`src/rtl/lp_seq_pkg.sv`:
```
package lp_seq_pkg;

    typedef enum logic [2:0] {
        ST_ACTIVE = 3'd0,
        ST_PD     = 3'd1,
        ST_SR     = 3'd2,
        ST_SRG    = 3'd3,
        ST_SRPD   = 3'd4,
        ST_STBY   = 3'd5
    } lp_state_e;

    typedef enum logic [1:0] {
        PH_RUN     = 2'd0,
        PH_RESTORE = 2'd1,
        PH_ISSUE   = 2'd2,
        PH_WAIT    = 2'd3
    } lp_phase_e;

    typedef struct packed {
        logic ctl;
        logic sys;
    } clk_en_t;

    localparam logic [1:0] KIND_LP4 = 2'd2;
    localparam int         NUM_LVL  = 5;

    // levels 2..4 count in 2^SHIFT units, 1 and 5 in raw cycles
    function automatic bit lvl_scaled(input int lvl);
        return (lvl >= 2) && (lvl <= 4);
    endfunction

    function automatic clk_en_t clocks_for(input lp_state_e s);
        clk_en_t e;
        e.ctl = (s < ST_SRG);
        e.sys = (s != ST_STBY);
        return e;
    endfunction

endpackage

```
`src/rtl/lp_idle_cnt.sv`:
```
module lp_idle_cnt #(
    parameter int CNT_W = 18
) (
    input  logic             clk,
    input  logic             rst,
    input  logic             count_en,
    output logic [CNT_W-1:0] cnt
);
    localparam logic [CNT_W-1:0] CNT_MAX = '1;

    always_ff @(posedge clk) begin
        if (rst || !count_en) begin
            cnt <= '0;
        end else if (cnt != CNT_MAX) begin
            cnt <= cnt + CNT_W'(1);
        end
    end
endmodule

```
`src/rtl/lp_level_pick.sv`:
```
module lp_level_pick
    import lp_seq_pkg::*;
#(
    parameter int THR_W = 16,
    parameter int SCL_W = 8,
    parameter int SHIFT = 10,
    parameter int CNT_W = 18
) (
    input  logic             clk,
    input  logic             rst,
    input  logic             load,
    input  logic [THR_W-1:0] pd_thr,
    input  logic [SCL_W-1:0] sr_thr,
    input  logic [SCL_W-1:0] srg_thr,
    input  logic [SCL_W-1:0] srpd_thr,
    input  logic [THR_W-1:0] stby_thr,
    input  logic [1:0]       dram_kind,
    input  logic [CNT_W-1:0] cnt,
    output lp_state_e        target,
    output logic [1:0]       kind_q
);
    logic [THR_W-1:0] raw_in [1:NUM_LVL];
    logic [SCL_W-1:0] scl_in [1:NUM_LVL];
    logic [CNT_W-1:0] lim_d  [1:NUM_LVL];
    logic [CNT_W-1:0] lim_q  [1:NUM_LVL];
    logic [NUM_LVL:1] en_d, en_q, hit;

    always_comb begin
        for (int i = 1; i <= NUM_LVL; i++) begin
            raw_in[i] = '0;
            scl_in[i] = '0;
        end
        raw_in[1] = pd_thr;
        scl_in[2] = sr_thr;
        scl_in[3] = srg_thr;
        scl_in[4] = srpd_thr;
        raw_in[5] = stby_thr;
    end

    for (genvar g = 1; g <= NUM_LVL; g++) begin : g_lvl
        if (lvl_scaled(g)) begin : g_scaled
            assign lim_d[g] = CNT_W'(scl_in[g]) << SHIFT;
            assign en_d[g]  = (scl_in[g] != '0);
        end else begin : g_raw
            assign lim_d[g] = CNT_W'(raw_in[g]);
            assign en_d[g]  = (raw_in[g] != '0);
        end

        always_ff @(posedge clk) begin
            if (rst) begin
                lim_q[g] <= '0;
                en_q[g]  <= 1'b0;
            end else if (load) begin
                lim_q[g] <= lim_d[g];
                en_q[g]  <= en_d[g];
            end
        end

        if (g == int'(ST_SRPD)) begin : g_kind_gate
            assign hit[g] = en_q[g] && (kind_q == KIND_LP4) && (cnt >= lim_q[g]);
        end else begin : g_plain
            assign hit[g] = en_q[g] && (cnt >= lim_q[g]);
        end
    end

    always_ff @(posedge clk) begin
        if (rst) begin
            kind_q <= '0;
        end else if (load) begin
            kind_q <= dram_kind;
        end
    end

    always_comb begin
        target = ST_ACTIVE;
        for (int i = 1; i <= NUM_LVL; i++) begin
            if (hit[i]) begin
                target = lp_state_e'(3'(i));
            end
        end
    end
endmodule

```
`src/rtl/lp_state_ctrl.sv`:
```
module lp_state_ctrl
    import lp_seq_pkg::*;
(
    input  logic      clk,
    input  logic      rst,
    input  logic      bus_idle,
    input  logic      wake_req,
    input  logic      exit_ack,
    input  lp_state_e target,
    output lp_state_e state,
    output lp_phase_e phase,
    output logic      enter_req,
    output lp_state_e enter_state,
    output logic      exit_req,
    output clk_en_t   clk_en
);
    logic stop;
    assign stop = !bus_idle || wake_req;

    always_ff @(posedge clk) begin
        if (rst) begin
            state       <= ST_ACTIVE;
            phase       <= PH_RUN;
            enter_req   <= 1'b0;
            enter_state <= ST_ACTIVE;
            exit_req    <= 1'b0;
        end else begin
            enter_req <= 1'b0;
            exit_req  <= 1'b0;
            case (phase)
                PH_RUN: begin
                    if (stop) begin
                        if (state != ST_ACTIVE) begin
                            phase <= PH_RESTORE;
                        end
                    end else if (target > state) begin
                        state       <= target;
                        enter_req   <= 1'b1;
                        enter_state <= target;
                    end
                end
                PH_RESTORE: phase <= PH_ISSUE;
                PH_ISSUE: begin
                    exit_req <= 1'b1;
                    phase    <= PH_WAIT;
                end
                PH_WAIT: begin
                    if (exit_ack) begin
                        state <= ST_ACTIVE;
                        phase <= PH_RUN;
                    end
                end
                default: phase <= PH_RUN;
            endcase
        end
    end

    // enables trail the state by one edge; any exit phase forces them on
    always_ff @(posedge clk) begin
        if (rst) begin
            clk_en <= '{ctl: 1'b1, sys: 1'b1};
        end else if (phase == PH_RUN) begin
            clk_en <= clocks_for(state);
        end else begin
            clk_en <= '{ctl: 1'b1, sys: 1'b1};
        end
    end
endmodule

```
`src/rtl/lp_idle_seq.sv`:
```
module lp_idle_seq
    import lp_seq_pkg::*;
#(
    parameter int THR_W = 16,
    parameter int SCL_W = 8,
    parameter int SHIFT = 10
) (
    input  logic             clk,
    input  logic             rst,
    input  logic             bus_idle,
    input  logic             wake_req,
    input  logic [THR_W-1:0] pd_thr,
    input  logic [SCL_W-1:0] sr_thr,
    input  logic [SCL_W-1:0] srg_thr,
    input  logic [SCL_W-1:0] srpd_thr,
    input  logic [THR_W-1:0] stby_thr,
    input  logic [1:0]       dram_kind,
    input  logic             exit_ack,
    output logic             enter_req,
    output logic [2:0]       enter_state,
    output logic             exit_req,
    output logic [2:0]       cur_state,
    output logic             ctl_clk_en,
    output logic             sys_clk_en,
    output logic             busy
);
    localparam int CNT_W = (THR_W > SCL_W + SHIFT) ? THR_W : SCL_W + SHIFT;

    logic [CNT_W-1:0] idle_cnt;
    logic [1:0]       kind_q;
    lp_state_e        target, state, ent_state;
    lp_phase_e        phase;
    clk_en_t          clk_en;
    logic             count_en, load;

    assign count_en = (phase == PH_RUN) && bus_idle && !wake_req;
    assign load     = (phase == PH_RUN) && (state == ST_ACTIVE);

    lp_idle_cnt #(.CNT_W(CNT_W)) u_cnt (
        .clk      (clk),
        .rst      (rst),
        .count_en (count_en),
        .cnt      (idle_cnt)
    );

    lp_level_pick #(
        .THR_W (THR_W),
        .SCL_W (SCL_W),
        .SHIFT (SHIFT),
        .CNT_W (CNT_W)
    ) u_pick (
        .clk       (clk),
        .rst       (rst),
        .load      (load),
        .pd_thr    (pd_thr),
        .sr_thr    (sr_thr),
        .srg_thr   (srg_thr),
        .srpd_thr  (srpd_thr),
        .stby_thr  (stby_thr),
        .dram_kind (dram_kind),
        .cnt       (idle_cnt),
        .target    (target),
        .kind_q    (kind_q)
    );

    lp_state_ctrl u_ctrl (
        .clk         (clk),
        .rst         (rst),
        .bus_idle    (bus_idle),
        .wake_req    (wake_req),
        .exit_ack    (exit_ack),
        .target      (target),
        .state       (state),
        .phase       (phase),
        .enter_req   (enter_req),
        .enter_state (ent_state),
        .exit_req    (exit_req),
        .clk_en      (clk_en)
    );

    assign cur_state   = state;
    assign enter_state = ent_state;
    assign ctl_clk_en  = clk_en.ctl;
    assign sys_clk_en  = clk_en.sys;
    assign busy        = (phase != PH_RUN);
endmodule

```
`config.mk`:
```
export PLATFORM = sky130hd
export DESIGN_NAME = lp_idle_seq
export DESIGN_NICKNAME = d
export VERILOG_FILES = /design/src/rtl/lp_seq_pkg.sv /design/src/rtl/lp_idle_cnt.sv /design/src/rtl/lp_level_pick.sv /design/src/rtl/lp_state_ctrl.sv /design/src/rtl/lp_idle_seq.sv
export SDC_FILE = /design/constraint.sdc
export NUM_CORES = 1
export LEC_CHECK = 0
export BUFFER_PORTS_ARGS = -buffer_cell sky130_fd_sc_hd__buf_2
export CORE_ASPECT_RATIO = 0.8
export CORE_MARGIN = 4
export CORE_UTILIZATION = 50
export CTS_BUF_LIST = sky130_fd_sc_hd__clkbuf_2 sky130_fd_sc_hd__clkbuf_4 sky130_fd_sc_hd__clkbuf_8
export DETAILED_ROUTE_END_ITERATION = 8
export PLACE_DENSITY_LB_ADDON = 0.3
export SYNTH_ARGS = -nofsm -noshare
export SYNTH_HDL_FRONTEND = slang
export SYNTH_SLANG_ARGS = --single-unit
```
`constraint.sdc`:
```
create_clock -name clk -period 3 [get_ports clk]
set_input_delay 0.3 -clock clk [delete_from_list [all_inputs] [get_ports clk]]
set_output_delay 0.3 -clock clk [all_outputs]
set_load 0.01 [all_outputs]
```
==> metrics.yaml <==
status: "finished, final reports clean"
finalCriticalPeriod_ns: 2.96
area_delta_synth_final_pct: 26.9
pwr-share-clk: 0.179
crit_required_ns: 3.26
die_x_um: 123
cts_tree: "built"
p_leak_nw: 2.93
max_slew_margin: 0.546
r2r_end: "u_ctrl.state[0]"
internal-power_mw: 3.03
drv_slew: 0
maxCapViolCount: 0
yosys.area.top_type: "edfxtp_1"
min_to: "u_pick.kind_q[0]"
portBuffers: 73
start_util: 0.515
wl_um: 13100
clockBufferDepth: 2
p_comb_frac: 0.396
yosysSeqAreaShare: 0.455
clkLatencyLatePin_ns: 0.37
drive_above_1_share: 0.324
antenna_cells: 0
pwr-share-seq: 0.425
dr.pass1.iters: 5
wl_per_cell_um: 16.4
clk_pin_slew_ns: 0.09
root_buffer: "clkbuf_8"
hpwl_um: 9680
critical_path_arrival_ns: 3.22
cts.htree.levels: 3
synth_most_common_cell: "inv_1"
grt_pass1_vias: 4304
synthArstFlopShare: 0
drtIter0Drc: 297
numCtsBuffers: 9
syn_area_um2: 5320
pre_cts_ws_ns: -0.201
antenna_found_initial: 0
ys_ff_latch: 93
vias_per_cell: 5.48
switching_share: 0.359
p_per_area_nw_per_um2: 699
route.detailed.drc: 0
synth.avg_cell_area_um2: 9.90
hold_path_depth: 3
hold_class: "input port to flop"
hold_viol: 0
grt_max_degree: 41
syn_inst: 537
place_congestion: 0.892
worst_pin_slew_ns: 0.679
design.core.area_um2: 10300
fin_crit_sh: 0.987
rsz0062_at_grt: "true"
synth.distinct_cells: 51
cp_max_fo: 7
reg2reg_from: "u_cnt.cnt[14]"
r2r_slack_ns: 0.04
p_total_mw: 4.72
grt_pass1_wl_um: 20700
ir_drop_uv: 387
design.die.area_um2: 12400
antenna_left: 0
crit_type: "flop to flop"
fp-row-count: 33
synth_edf_count: 56
fin_tns_setup_ns: 0
synth_top_area_share: 0.316
num-nets-final: 780
syn_nets: 664
grt_overflow: 0
hp-start: "dram_kind[0]"
synthTopCellsByArea: "edfxtp_1 (32%), ha_1 (15%), dfxtp_1 (14%)"
setup_violations: 0
grtUsageTotal: 0.213
vias: 4373
num_io_pins: 74
yosys-top-cells-count: "inv_1 (67), ha_1 (64), and2_1 (58)"
critPathLaunchType: "flop"
fmax_mhz: 338
reg2regPathDepth: 16
cts_hold_buf: 0
cts.sinks: 93
skew_ns: 0.00786
synthFlopType: "edfxtp_1"
startpoint: "u_cnt.cnt[14]"
die_h_um: 100
yosysWarnings: 0
finalWorstSetupSlack_ns: 0.0401
cp-end-kind: "flop"
switchingPower_mw: 1.69
routing by layer:
metal,part of all wire,up-vias,track usage,routed length (µm)
li1,-,2123,-,-
met1,0.45,2066,0.290,5950
met2,0.46,149,0.340,6060
met3,0.057,35,0.0462,740
met4,0.026,0,0.0664,335
met5,0,-,0,0
cell type report:
class / count / area [µm²]
fillers: 833 / 3570
multi-input cells: 365 / 2960
flip-flops and latches: 93 / 2440
repair buffers: 116 / 719
inverters: 68 / 255
well taps: 140 / 175
clock buffers: 10 / 131
clock inverters: 6 / 62.6
worst max path at each step:
stage,end
finish,u_ctrl.state[0]
global route,u_ctrl.state[0]
CTS,u_ctrl.enter_state[0]
detailed placement,u_ctrl.enter_state[0]
global placement,u_ctrl.state[2]
floorplan,u_ctrl.state[0]
registers in the layout, indices dropped and copies added, names as in the netlist:
name,cells
u_ctrl.clk_en,2
u_cnt.cnt,18
u_ctrl.phase,2
u_pick.lim_q,56
u_ctrl.enter_req,1
u_ctrl.enter_state,3
u_pick.en_q,5
u_pick.kind_q,2
u_ctrl.state,3
u_ctrl.exit_req,1
worst max-delay path, cell delays in order, from the launching register on:
cell       delay (ns)
dfxtp_1          0.33
buf_4            0.18
ha_1             0.29
nand3_1          0.18
nor2_4           0.20
o311ai_2         0.14
and3_4           0.18
buf_4            0.13
and2_4           0.16
ha_4             0.15
nor2b_1          0.10
o21ai_1          0.08
a21oi_2          0.21
and2_4           0.22
a211oi_4         0.07
a2bb2oi_2        0.14
o21ai_1          0.07
per-stage QoR:
| step | std cells | hold WS [ns] | cell area, µm² | utilization |
|---|---|---|---|---|
| floorplan | 537 | 0.436 | 5330 | - |
| global placement | 776 | 0.440 | 6110 | 0.592 |
| detailed placement | 776 | 0.451 | 6110 | 0.592 |
| CTS | 794 | 0.146 | 6400 | 0.620 |
| global route | 798 | 0.156 | 6750 | 0.654 |
| finish | 798 | 0.165 | 6750 | 0.654 |
power by group through the flow:
| stage | registers, mW | clock network, mW | logic, mW |
|---|---|---|---|
| final | 2.00 | 0.844 | 1.87 |
| after global routing | 2.04 | 0.916 | 2.10 |
| after CTS | 2.00 | 0.863 | 1.65 |
| after detailed placement | 2.03 | 0 | 1.58 |
| after global placement | 2.01 | 0 | 1.51 |
| after floorplan | 2.01 | 0 | 1.08 |
kinds of logic (layout without fill, tap and decap cells):
family | Yosys count | after routing | share of synthesized area
AND/OR/NAND/NOR | 211 | 211 | 0.220
flip-flops | 93 | 93 | 0.455
AO/OA/AOI/OAI | 77 | 77 | 0.0939
XOR/XNOR | 11 | 11 | 0.0181
multiplexers | 2 | 2 | 0.00376
buffers and inverters | 79 | 200 | 0.0579
adder cells (fa/ha/maj) | 64 | 64 | 0.151
cells in the final DEF (no fill, tap or decap), types with 10 or more instances in the layout:
cell type / instances
buf_2: 73
inv_1: 62
and2_1: 56
edfxtp_1: 56
ha_1: 50
buf_4: 38
nor2_1: 34
nand2_1: 32
dfxtp_1: 26
nor4_1: 16
nand3_1: 15
a21oi_2: 14
ha_4: 14
a21oi_1: 10
timing repair:
item	4_1_cts	5_1_grt
pin swaps	16	36
gates resized for setup	21	69
setup buffers	2	4
setup endpoints to repair	6	7
Note: power is estimated with default switching activity, not from simulation.
